==> src/rtl/cfl_pkg.sv <==
package cfl_pkg;

  typedef struct packed {
    logic       coef_mode;
    logic       start;
    logic       clk_sel;
    logic [1:0] ram_sel;
    logic [2:0] reg_addr;
    logic [7:0] reg_data;
  } ctrl_word_t;

  localparam logic [1:0] RAM_NONE = 2'b11;

  typedef enum logic [1:0] {
    ACT_NONE  = 2'd0,
    ACT_START = 2'd1,
    ACT_CONT  = 2'd2
  } coef_act_e;

endpackage

==> src/rtl/cfl_frame_decode.sv <==
module cfl_frame_decode
  import cfl_pkg::*;
#(
  parameter int N_REGS = 4
) (
  input  logic       frame_valid_i,
  input  ctrl_word_t ctrl_i,
  input  logic       load_active_i,
  input  logic [1:0] load_sel_i,
  output coef_act_e  act_o,
  output logic       reg_wr_o,
  output logic       sample_wr_o
);

  always_comb begin
    act_o = ACT_NONE;
    if (frame_valid_i && ctrl_i.coef_mode && (ctrl_i.ram_sel != RAM_NONE)) begin
      if (ctrl_i.start) act_o = ACT_START;
      else if (load_active_i && (ctrl_i.ram_sel == load_sel_i)) act_o = ACT_CONT;
    end
  end

  assign reg_wr_o    = frame_valid_i && (int'(ctrl_i.reg_addr) < N_REGS);
  assign sample_wr_o = frame_valid_i && !ctrl_i.coef_mode;

endmodule

==> src/rtl/cfl_reg_file.sv <==
module cfl_reg_file #(
  parameter int N_REGS = 4,
  parameter int REG_W  = 8,
  parameter int IDX_W  = 3
) (
  input  logic                    clk_i,
  input  logic                    rst_ni,
  input  logic                    wr_i,
  input  logic [IDX_W-1:0]        idx_i,
  input  logic [REG_W-1:0]        data_i,
  output logic [N_REGS-1:0]       we_o,
  output logic [N_REGS*REG_W-1:0] regs_o
);

  for (genvar g = 0; g < N_REGS; g++) begin : g_reg
    logic [REG_W-1:0] r_q;
    logic             w_q;
    logic             hit;

    assign hit = wr_i && (idx_i == IDX_W'(g));

    always_ff @(posedge clk_i or negedge rst_ni) begin
      if (!rst_ni) begin
        r_q <= '0;
        w_q <= 1'b0;
      end else begin
        w_q <= hit;
        if (hit) r_q <= data_i;
      end
    end

    assign we_o[g]                  = w_q;
    assign regs_o[g*REG_W +: REG_W] = r_q;
  end


  ctrl_we_onehot_chk: assert property (@(posedge clk_i) disable iff (!rst_ni)
    $onehot0(we_o));

endmodule

==> src/rtl/cfl_coef_loader.sv <==
module cfl_coef_loader
  import cfl_pkg::*;
#(
  parameter int WORD_W     = 16,
  parameter int DATA_SLOTS = 3,
  parameter int RAM_WORDS  = 38,
  parameter int ADDR_W     = $clog2(RAM_WORDS + 1)
) (
  input  logic                              clk_i,
  input  logic                              rst_ni,
  input  coef_act_e                         act_i,
  input  logic [1:0]                        sel_i,
  input  logic [DATA_SLOTS-1:0][WORD_W-1:0] data_i,
  output logic                              active_o,
  output logic [1:0]                        active_sel_o,
  output logic                              ram_we_o,
  output logic [1:0]                        ram_sel_o,
  output logic [ADDR_W-1:0]                 ram_addr_o,
  output logic [WORD_W-1:0]                 ram_data_o,
  output logic                              done_o
);

  localparam int PW = $clog2(DATA_SLOTS + 1);
  localparam int HW = (DATA_SLOTS > 1) ? $clog2(DATA_SLOTS) : 1;
  localparam logic [ADDR_W-1:0] LAST = ADDR_W'(RAM_WORDS - 1);

  logic                              active_q;
  logic [1:0]                        sel_q;
  logic [ADDR_W-1:0]                 fill_q;
  logic [ADDR_W-1:0]                 wr_addr_q;
  logic                              done_q, done_d;
  logic [DATA_SLOTS-1:0][WORD_W-1:0] buf_q, buf_d;
  logic [PW-1:0]                     pend_q, take_d;
  logic [HW-1:0]                     head_q;
  logic                              capture;
  int                                skip_c, room_c, cand_c;

  assign capture = (act_i != ACT_NONE);

  // start frames drop the first data slot
  always_comb begin
    skip_c = (act_i == ACT_START) ? 1 : 0;
    room_c = (act_i == ACT_START) ? RAM_WORDS : RAM_WORDS - int'(fill_q);
    cand_c = DATA_SLOTS - skip_c;
    if (room_c < cand_c) cand_c = room_c;
    if (cand_c < 0) cand_c = 0;
    take_d = PW'(cand_c);
    for (int i = 0; i < DATA_SLOTS; i++) begin
      buf_d[i] = (i + skip_c < DATA_SLOTS) ? data_i[i + skip_c] : '0;
    end
  end

  // a start frame clears done even when the final write drains on the same edge
  always_comb begin
    done_d = done_q;
    if (act_i == ACT_START) done_d = 1'b0;
    else if ((pend_q != '0) && (wr_addr_q == LAST)) done_d = 1'b1;
  end

  always_ff @(posedge clk_i or negedge rst_ni) begin
    if (!rst_ni) begin
      active_q  <= 1'b0;
      sel_q     <= '0;
      fill_q    <= '0;
      wr_addr_q <= '0;
      done_q    <= 1'b0;
      buf_q     <= '0;
      pend_q    <= '0;
      head_q    <= '0;
    end else begin
      done_q <= done_d;
      if (capture) begin
        buf_q  <= buf_d;
        pend_q <= take_d;
        head_q <= '0;
        if (act_i == ACT_START) begin
          active_q  <= 1'b1;
          sel_q     <= sel_i;
          fill_q    <= ADDR_W'(take_d);
          wr_addr_q <= '0;
        end else begin
          fill_q    <= fill_q + ADDR_W'(take_d);
          wr_addr_q <= fill_q;
        end
      end else if (pend_q != '0) begin
        pend_q    <= pend_q - PW'(1);
        head_q    <= head_q + HW'(1);
        wr_addr_q <= wr_addr_q + ADDR_W'(1);
      end
    end
  end

  assign active_o     = active_q;
  assign active_sel_o = sel_q;
  assign ram_we_o     = (pend_q != '0);
  assign ram_sel_o    = sel_q;
  assign ram_addr_o   = wr_addr_q;
  assign ram_data_o   = buf_q[head_q];
  assign done_o       = done_q;


  frame_spacing_chk: assert property (@(posedge clk_i) disable iff (!rst_ni)
    (act_i != ACT_NONE) |-> (pend_q <= PW'(1)));


  addr_in_range_chk: assert property (@(posedge clk_i) disable iff (!rst_ni)
    ram_we_o |-> (ram_addr_o <= LAST));


  done_after_last_chk: assert property (@(posedge clk_i) disable iff (!rst_ni)
    $rose(done_o) |-> ($past(ram_we_o) && ($past(ram_addr_o) == LAST)));

endmodule

==> src/rtl/coef_frame_loader.sv <==
module coef_frame_loader
  import cfl_pkg::*;
#(
  parameter int WORD_W    = 16,
  parameter int N_REGS    = 4,
  parameter int REG_W     = 8,
  parameter int RAM_WORDS = 38,
  parameter int ADDR_W    = $clog2(RAM_WORDS + 1)
) (
  input  logic                    clk_i,
  input  logic                    rst_ni,
  input  logic                    frame_valid_i,
  input  logic [WORD_W-1:0]       slot0_i,
  input  logic [WORD_W-1:0]       slot1_i,
  input  logic [WORD_W-1:0]       slot2_i,
  input  logic [WORD_W-1:0]       slot3_i,
  output logic [N_REGS-1:0]       ctrl_we_o,
  output logic [N_REGS*REG_W-1:0] ctrl_regs_o,
  output logic                    ram_we_o,
  output logic [1:0]              ram_sel_o,
  output logic [ADDR_W-1:0]       ram_addr_o,
  output logic [WORD_W-1:0]       ram_data_o,
  output logic                    load_done_o,
  output logic                    sample_valid_o,
  output logic [WORD_W-1:0]       tx_sample_o,
  output logic [WORD_W-1:0]       res_sample_o
);

  localparam int DATA_SLOTS = 3;

  ctrl_word_t                        ctrl;
  coef_act_e                         act;
  logic                              reg_wr, sample_wr, load_active;
  logic [1:0]                        load_sel;
  logic [DATA_SLOTS-1:0][WORD_W-1:0] data_slots;

  assign ctrl       = ctrl_word_t'(slot0_i[15:0]);
  assign data_slots = {slot3_i, slot2_i, slot1_i};

  cfl_frame_decode #(.N_REGS(N_REGS)) i_decode (
    .frame_valid_i (frame_valid_i),
    .ctrl_i        (ctrl),
    .load_active_i (load_active),
    .load_sel_i    (load_sel),
    .act_o         (act),
    .reg_wr_o      (reg_wr),
    .sample_wr_o   (sample_wr)
  );

  cfl_reg_file #(.N_REGS(N_REGS), .REG_W(REG_W), .IDX_W(3)) i_regs (
    .clk_i  (clk_i),
    .rst_ni (rst_ni),
    .wr_i   (reg_wr),
    .idx_i  (ctrl.reg_addr),
    .data_i (REG_W'(ctrl.reg_data)),
    .we_o   (ctrl_we_o),
    .regs_o (ctrl_regs_o)
  );

  cfl_coef_loader #(
    .WORD_W(WORD_W), .DATA_SLOTS(DATA_SLOTS), .RAM_WORDS(RAM_WORDS), .ADDR_W(ADDR_W)
  ) i_loader (
    .clk_i        (clk_i),
    .rst_ni       (rst_ni),
    .act_i        (act),
    .sel_i        (ctrl.ram_sel),
    .data_i       (data_slots),
    .active_o     (load_active),
    .active_sel_o (load_sel),
    .ram_we_o     (ram_we_o),
    .ram_sel_o    (ram_sel_o),
    .ram_addr_o   (ram_addr_o),
    .ram_data_o   (ram_data_o),
    .done_o       (load_done_o)
  );

  always_ff @(posedge clk_i or negedge rst_ni) begin
    if (!rst_ni) begin
      sample_valid_o <= 1'b0;
      tx_sample_o    <= '0;
      res_sample_o   <= '0;
    end else begin
      sample_valid_o <= sample_wr;
      if (sample_wr) begin
        tx_sample_o  <= slot1_i;
        res_sample_o <= slot2_i;
      end
    end
  end


  data_mode_no_write_chk: assert property (@(posedge clk_i) disable iff (!rst_ni)
    (frame_valid_i && !slot0_i[15]) |=> !ram_we_o);


  sample_from_frame_chk: assert property (@(posedge clk_i) disable iff (!rst_ni)
    sample_valid_o |-> $past(frame_valid_i));

endmodule

==> config.mk <==
export PLATFORM = sky130hd
export DESIGN_NAME = coef_frame_loader
export DESIGN_NICKNAME = d
export VERILOG_FILES = /design/src/rtl/cfl_pkg.sv /design/src/rtl/cfl_frame_decode.sv /design/src/rtl/cfl_reg_file.sv /design/src/rtl/cfl_coef_loader.sv /design/src/rtl/coef_frame_loader.sv
export SDC_FILE = /design/constraint.sdc
export NUM_CORES = 1
export LEC_CHECK = 0
export BUFFER_PORTS_ARGS = -buffer_cell sky130_fd_sc_hd__clkbuf_2
export CORE_ASPECT_RATIO = 1.1
export CORE_MARGIN = 1.5
export CORE_UTILIZATION = 30
export CTS_CLUSTER_DIAMETER = 50
export DETAILED_ROUTE_END_ITERATION = 8
export HOLD_SLACK_MARGIN = 0.03
export PLACE_DENSITY = 0.58
export SETUP_SLACK_MARGIN = 0.3
export SYNTH_ARGS = -nofsm -noshare
export SYNTH_HDL_FRONTEND = slang
export SYNTH_SLANG_ARGS = --single-unit
==> constraint.sdc <==
create_clock -name clk_i -period 3.3 [get_ports clk_i]
set_clock_uncertainty 0.15 [all_clocks]
set_input_delay 0.33 -clock clk_i [delete_from_list [all_inputs] [get_ports clk_i]]
set_output_delay 0.33 -clock clk_i [all_outputs]
set_load 0.03 [all_outputs]
* Word-level counts from Yosys, hierarchy flattened
Index checks and enable logic that the tools add are counted.
Cells by class: $add $sub $neg 8, $lt $le $gt $ge 10, eq/ne operators 7, muxes and demuxes 31, reductions and logical operators 17
Operators by type and width (number):
- $mux 16 | 10
- $bmux 16 s2 | 4
- $lt 32x3->1 const B | 3
- $lt 32x4->1 const B | 3
- $mux 32 | 2
- $add 2x32->32 const A | 1
- $add 3x32->32 const A | 1
- $lt 32x1->1 const B | 1
- $lt 32x32->1 | 1
- $sub 3x32->32 const A | 1
- $mux 6 | 4
- $mux 2 | 8
- $logic_and 1x1->1 | 10
- $reduce_bool 2->1 | 4
- $sub 6x6->7 const A | 1
- $add 6x1->6 const B | 1
- $add 6x2->6 | 1
- $eq 3x2->1 const B | 2
- $eq 6x6->1 const B | 1
- $eq 3x1->1 const B | 1
- $logic_not 3->1 | 1
- $lt 2x3->1 const B | 1
- $lt 3x3->1 const B | 1
- $mux 1 | 3
- other kinds (7) | 7
Word-level totals: bits in registers 137, bits of input ports 67

* Logic depth before layout (Yosys ltp)
Gate-level depths: netlist (run 1).
depth after elaboration 14, mapped depth 10

* Modules after synthesis
A second synthesis (run 1) with hierarchy kept.
Unflattened totals: cells, all modules 506, area, all modules 6272.3 um^2
Modules (own cells, without submodules):
- cfl_coef_loader | times used 1, cells an instance 348, area each 3482.1 um^2, sequential area each 1701.6 um^2
- coef_frame_loader | times used 1, cells an instance 69, area each 1370.1 um^2, sequential area each 825.8 um^2
- cfl_reg_file | times used 1, cells an instance 79, area each 1357.6 um^2, sequential area each 900.9 um^2
- cfl_frame_decode | times used 1, cells an instance 10, area each 62.6 um^2, sequential area each 0.0 um^2

* Worst setup path before layout (run 1)
OpenSTA, ideal clock, no wires.
path kind register to register, start register i_loader.fill_q[0], end register i_loader.fill_q[2], setup time 0.078 ns, data arrival time 2.436 ns, setup slack 0.636 ns, stages on the path, launching flop included 9, path buffers 0, path through dfrtp_1 ha_1 o21ai_0 a21boi_0 a311o_1 and2_1 fa_1 or4_1 a21oi_1
Between the ends: longest elaborated chain between the ends 8
RTL lines:
- start, declared | RTL line cfl_coef_loader.sv:29 | logic [ADDR_W-1:0] fill_q;
- start signal, assigned | RTL line cfl_coef_loader.sv:79 | fill_q <= ADDR_W'(take_d);
- start signal, assigned | RTL line cfl_coef_loader.sv:82 | fill_q <= fill_q + ADDR_W'(take_d);
- $sub 6x6->7 | RTL line cfl_coef_loader.sv:43 | room_c = (act_i == ACT_START) ? RAM_WORDS : RAM_WORDS - int'(fill_q);
- $mux 32 | RTL line cfl_coef_loader.sv:43
- $lt 32x32->1 | RTL line cfl_coef_loader.sv:45 | if (room_c < cand_c) cand_c = room_c;
- $mux 32 | RTL line cfl_coef_loader.sv:45
- $lt 32x1->1 | RTL line cfl_coef_loader.sv:46 | if (cand_c < 0) cand_c = 0;
- $mux 2 | RTL line cfl_coef_loader.sv:46
- $add 6x2->6 * | RTL line cfl_coef_loader.sv:82
- $mux 6 * | RTL line cfl_coef_loader.sv:76 | if (act_i == ACT_START) begin
Mark *: on every way between the ends. The rest lies on a longest branch, timed or not. A chain may end at the register's enable or synchronous reset.

* Worst setup path in the final report (run 1)
Ends and elaborated chain as after synthesis.

==> metrics.cfg, run 1 <==
[yosys]
synth_area_um2 = 6400
syn_inst = 521
synth_fp_nets = 595
ys_warn_count = 0
ys_types = 42
ys.flop_type = dfrtp_1
synth-seq-area-share_pct = 53.6
synth.avg_cell_area_um2 = 12.3
ys_ff_latch = 137
synthArstFlopShare_pct = 100
synth-edff-count = 0

[detailed_routing]
detail-route-antenna-nets = 0
wirelength_mm = 16.2
via_per_inst = 4.60
first_pass_iters = 4
wl_per_cell_um = 15.8
num_vias = 4709
first_iter_violations = 166
drc = 0

[setup_path]
r2r_slack_ns = 0.54
crit_path_cell_trace = ha_1 > o21ai_0 > a21boi_0 > a311o_1 > and2_1 > fa_2 > or4_1 > a21oi_1
cp.arrival_ns = 2.94
worstSetupPathType = register to register
slowest_delay_ns = 0.50
cp-end-kind = register
rr_worst_depth = 8
reg2reg_to = i_loader.fill_q[2]
startpoint_type = register
r2r_start = i_loader.fill_q[0]
cp.required_ns = 3.48
cp_slowest_cell = or4_1
path_max_fanout = 7

[global_routing]
grt_overflow = 0
grt_max_degree = 80
grt_pass1_vias = 4915
grtUsageTotal_pct = 15.3
antenna_found_initial = 0
grt_pass1_wl_mm = 26.3

[timing]
relSlewSlack_pct = 36.2
finalCriticalPeriod_ns = 2.76
slew_violations = 0
worstMarginPinSlew_ns = 0.956
min_period_over_period_pct = 83.6
max_freq_mhz = 363
finalHoldViolations = 0
rsz0062_at_grt = false
setup_viol = 0
setup_tns_ns = 0

[clocking]
path_clk_slew_ns = 0.07
clk_latency_ns = 0.41
cts_made_buffers = 17
root_buffer = clkbuf_16
cts_tree = yes
h-tree-depth = 4
clockBufferDepth = 2
clock_sink_count = 137

[floorplanning]
fp.dieArea_um2 = 22200
core_area_um2 = 20700
ios = 162
dieHeight_um = 156
rows = 55
initial_core_util_pct = 30.9
dieWidth_um = 142

[outcome]
status = complete, no violations

[place]
placed_cell_area_um2 = 7470
hpwl_mm = 10.6
io_buffers = 160
routabilityCongestion = 0.748
placed_cells = 940

[job]
max_cap_violations = 0

[worst_hold_path]
whs_endpoint = i_regs.g_reg[0].r_q[7]
whs_path_depth = 2
worstHoldStart = slot0_i[7]
min_path_type = input port to register

[power_and_ir_drop]
power_leakage_nw = 3.89
p_per_area_nw_per_um2 = 770
max-vdd-ir-drop_mv = 0.325
power_mw = 6.60

[cells_and_area]
finalNonFillerCells = 1024
final_util_pct = 41.4
area_growth_pct = 34.1
n_fill_cell = 1993
final_area_um2 = 8580
antenna_cells = 0
seqCellArea_um2 = 3430
nNetsFinal = 800
layout-drive-gt1-share_pct = 46.7
multi_input_comb_area_um2 = 2730

-- per-stage QoR --
stage	setup slack [ns]	hold slack [ns]
3_5_place_dp	0.457	0.294
4_1_cts	0.451	0.0302
2_1_floorplan	0.636	-0.116
6_report	0.542	0.0506
3_3_place_gp	0.508	0.296
5_1_grt	0.350	0.0306
-- repair_timing --
item                                    4_1_cts  5_1_grt
endpoints found under the setup margin        0        1
resized for setup                             0        3
setup buffers                                 0        0
hold buffers                                 52        0
endpoints found under the hold margin       134        0
-- state kept, by name, indices dropped and copies added (netlist names) --
register / count
i_loader.buf_q: 48
i_loader.active_o: 1
i_loader.head_q: 2
i_regs.g.w_q: 4
i_loader.done_o: 1
i_loader.pend_q: 2
i_loader.fill_q: 6
i_regs.g.r_q: 32
res_sample_o: 16
i_loader.active_sel_o: 2
i_loader.ram_addr_o: 6
sample_valid_o: 1
tx_sample_o: 16
-- worst max-delay path, delay by kind of cell, from the launching register on --
family	cells	cell delay (ns)
adder cells (fa/ha/maj)	2	0.71
AND/OR/NAND/NOR	2	0.69
AO/OA/AOI/OAI	4	0.67
flip-flops	1	0.44
-- synthesized netlist by cell type, types with 2 or more instances --
cell type  count  area [µm²]
clkbuf_1      19        71.3
a211oi_1       2        15.0
nand2_1       32         120
a21o_1         2        15.0
a21oi_1       24         120
buf_6          3        33.8
inv_1          8        30.0
buf_4          7        52.6
nor2_1         6        22.5
nand4_1        4        25.0
buf_2         10        50.1
nand3_1       25         125
dfrtp_1      137        3430
nor2b_1        4        25.0
nor3b_1        2        15.0
mux2_2       129        1450
o31ai_1        3        22.5
xor2_1         4        35.0
or4_1          2        15.0
mux2i_1       18         180
nand2b_1       5        31.3
a21boi_0       2        15.0
o211ai_1       2        15.0
nor3_1         4        20.0
xnor2_1        4        35.0
ha_1           6        75.1
o21ai_0       42         210
-- cell usage in the layout (no fill, tap or decap), drive strengths merged, types with 3 or more instances in the layout --
cell type / netlist / layout
mux2i: 18 / 18
clkinvlp: 0 / 3
nand4: 4 / 4
o21ai: 43 / 43
o31ai: 3 / 3
a21oi: 25 / 25
xnor2: 4 / 4
clkbuf: 20 / 176
mux2: 129 / 129
clkinv: 0 / 3
nand3: 25 / 25
nor2: 7 / 7
inv: 8 / 16
nand2: 32 / 32
nand2b: 5 / 5
dlygate4sd3: 0 / 52
ha: 6 / 6
dfrtp: 137 / 137
nor2b: 4 / 4
xor2: 4 / 4
nor3: 4 / 4
buf: 20 / 15
-- area by class of cell --
type / count / share of cell area, %
timing repair buffer: 226 / 16.8
tap: 285 / 4.16
multi-input combinational: 336 / 31.9
clock inverter: 15 / 1.82
sequential: 137 / 40.0
clock buffer: 17 / 4.96
inverter: 8 / 0.350
-- how the worst max path moves through the flow --
stage	from	end	slack [ns]	depth (start not counted)
global placement	i_loader.fill_q[0]	i_loader.fill_q[2]	0.51	8
global route	i_loader.fill_q[0]	i_loader.fill_q[2]	0.35	8
CTS	i_loader.fill_q[0]	i_loader.fill_q[2]	0.45	8
finish	i_loader.fill_q[0]	i_loader.fill_q[2]	0.54	8
detailed placement	i_loader.fill_q[0]	i_loader.fill_q[2]	0.46	8
floorplan	i_loader.fill_q[0]	i_loader.fill_q[2]	0.64	8
-- power by group --
part           leakage [nW]  internal, mW  switching [mW]
Clock                 0.277          1.07           0.816
Sequential             1.66          2.10           0.253
Combinational          1.95         0.881            1.49
Total                  3.89          4.04            2.56
-- cell families (layout without fill, tap and decap cells) --
| kind of cell | after synthesis | in the layout | share of synthesized area (%) |
|---|---|---|---|
| AO/OA/AOI/OAI | 82 | 82 | 7.10 |
| flip-flops | 137 | 137 | 53.6 |
| XOR/XNOR | 8 | 8 | 1.10 |
| multiplexers | 147 | 147 | 25.5 |
| buffers and inverters | 48 | 266 | 3.93 |
| AND/OR/NAND/NOR | 92 | 92 | 7.26 |
| adder cells (fa/ha/maj) | 7 | 7 | 1.49 |
-- layer usage --
layer / vias to the layer above / share of wire, % / GRT usage, %
met1: 2323 / 47 / 20.5
li1: 2262 / - / -
met3: 15 / 3.4 / 3.22
met5: - / 0 / 0
met2: 109 / 48 / 25.0
met4: 0 / 1.3 / 4.66
Power figures use the tool's default switching activity.
==> run 2, diff against run 1 <==
clock period = 2.7 ns   (was 3.3 ns; I/O delays follow)
==> run 2 against run 1 <==
Sequential power increased by 25%. Sequential share of layout area decreased by 0.88 points. First-iteration DRC count increased by 13%. Register-to-register slack got worse by 0.33 ns. Routed wire length increased by 2.2%. Hold slack improved by 0.0089 ns. Critical endpoint unchanged.
==> metrics.cfg, run 2 (synthesized netlist as in run 1, its figures left out) <==
[power_and_ir_drop]
p_int_mw = 4.94
pwr-share-clk_pct = 27.9
switchingPower_mw = 3.19
power_leakage_nw = 3.98
pwr-share-comb_pct = 36.1
p_per_area_nw_per_um2 = 927
max-vdd-ir-drop_mv = 0.461
seqPwrFrac_pct = 36.0
p_sw_share_pct = 39.2

[clocking]
cts_made_buffers = 17
root_buffer = clkbuf_16
clockBufferDepth = 2
clock_sink_count = 137
h-tree-depth = 4
cts_tree = yes
clk_latency_ns = 0.42
path_clk_slew_ns = 0.06

[detailed_routing]
drc = 0
first_iter_violations = 187
num_vias = 4830
detail-route-antenna-nets = 0
wl_per_cell_um = 15.9
first_pass_iters = 4
via_per_inst = 4.64
wirelength_mm = 16.5

[floorplanning]
dieHeight_um = 156
initial_core_util_pct = 30.9
ios = 162
rows = 55
fp.dieArea_um2 = 22200
core_area_um2 = 20700
dieWidth_um = 142

[cells_and_area]
finalNonFillerCells = 1040
largest-register = i_loader.buf_q
final_common_cell = clkbuf_2
seqCellArea_um2 = 3430
n_fill_cell = 1966
nNetsFinal = 816
antenna_cells = 0
largestRegisters = i_loader.buf_q x48, i_regs.g.r_q x32
largest_reg_flops = 48
multi_input_comb_area_um2 = 2780
layout-drive-gt1-share_pct = 47.7
area_growth_pct = 37.1
final_cell_mix = clkbuf_2, dfrtp_1, mux2_2

[global_routing]
grt_overflow = 0
grt_pass1_wl_mm = 26.4
grt_pass1_vias = 4893
grt_max_degree = 54
antenna_found_initial = 0
grtUsageTotal_pct = 15.4

[timing]
setup_tns_ns = 0
min_period_over_period_pct = 92.0
worstMarginPinSlew_ns = 0.650
relSlewSlack_pct = 56.6
max_freq_mhz = 403
slew_violations = 0
setup_viol = 0
finalCriticalPeriod_ns = 2.48
rsz0062_at_grt = true
finalHoldViolations = 0

[setup_path]
crit_buf_inv = 0
path_max_fanout = 3
slowest_delay_ns = 0.41
worstSetupPathType = register to register
cp-end-kind = register
cp.arrival_ns = 2.67
cp.required_ns = 2.88
startpoint_type = register
critPathTopFamily = simple AND/OR/NAND/NOR gates
cp_slowest_cell = dfrtp_1
crit_path_cell_trace = ha_4 > nor3b_2 > a311o_1 > and2_4 > fa_2 > or4_1 > a21oi_1

[outcome]
status = complete, no violations

[place]
placed_cells = 947
hpwl_mm = 10.8
routabilityCongestion = 0.764
io_buffers = 160

[job]
max_cap_violations = 0

[worst_hold_path]
min_path_type = input port to register

## run 2: power by group through the flow
stage | logic [mW] | registers [mW] | clock network [mW]
after floorplan | 1.56 | 3.31 | 0
after global placement | 2.86 | 2.94 | 0
after detailed placement | 2.87 | 2.96 | 0
after CTS | 2.95 | 2.93 | 2.34
after global routing | 3.18 | 3.00 | 2.42
final | 2.93 | 2.93 | 2.27
## run 2: final cells by class
cell class | count | share of cell area (%)
Clock buffer | 17 | 4.85
Clock inverter | 15 | 1.73
Inverter | 8 | 0.342
Multi-Input combinational cell | 336 | 31.7
Sequential cell | 137 | 39.1
Tap cell | 285 | 4.07
Timing Repair Buffer | 242 | 18.2
## run 2: metal layers
| layer | wire length [µm] | up-vias | track usage [%] | share of wire [%] |
|---|---|---|---|---|
| li1 | - | 2300 | - | - |
| met5 | 0 | - | 0 | 0 |
| met3 | 499 | 15 | 3.16 | 3.0 |
| met4 | 208 | 0 | 4.91 | 1.3 |
| met2 | 8180 | 113 | 26.3 | 50 |
| met1 | 7620 | 2402 | 19.5 | 46 |
## run 2: final timing paths
check                                  startpoint                     end  slack (ns)  depth (start not counted)
max                            i_loader.fill_q[0]      i_loader.fill_q[2]        0.22                          7
min                                    slot0_i[9]     i_regs.g_reg[2].w_q        0.06                          3
max reg2reg                    i_loader.fill_q[0]      i_loader.fill_q[2]        0.22                          7
min reg2reg                i_regs.g_reg[3].r_q[7]  i_regs.g_reg[3].r_q[7]        0.35                          1
max in group asynchronous                  rst_ni         tx_sample_o[11]        1.45                          3
min in group asynchronous                  rst_ni      i_loader.fill_q[5]        0.24                          2
## run 2: worst register-to-register path, cell delays in order (launching register included)
cell     delay [ns]
dfrtp_1        0.41
ha_4           0.25
nor3b_2        0.15
a311o_1        0.38
and2_4         0.18
fa_2           0.35
or4_1          0.40
a21oi_1        0.13
## run 2: through the flow
step / power, mW / hold WS [ns] / worst slack [ns] / area (µm²) / util, %
after global routing: 8.61 / 0.0852 / 0.122 / 8770 / 42.3
final: 8.13 / 0.0595 / 0.216 / 8770 / 42.3
after global placement: 5.80 / 0.124 / 0.193 / 7550 / 36.5
after floorplan: 4.87 / -0.176 / 0.203 / 6410 / -
after CTS: 8.22 / 0.0516 / 0.178 / 8730 / 42.2
after detailed placement: 5.83 / 0.124 / 0.172 / 7550 / 36.5
## run 2: repair_timing
item                                    in CTS  in global routing
setup buffers                                0                  1
hold buffers                                60                  0
resized for setup                            1                  7
endpoints found under the setup margin      10                  5
hold endpoints to repair                   133                  0
pin swaps                                    2                  4
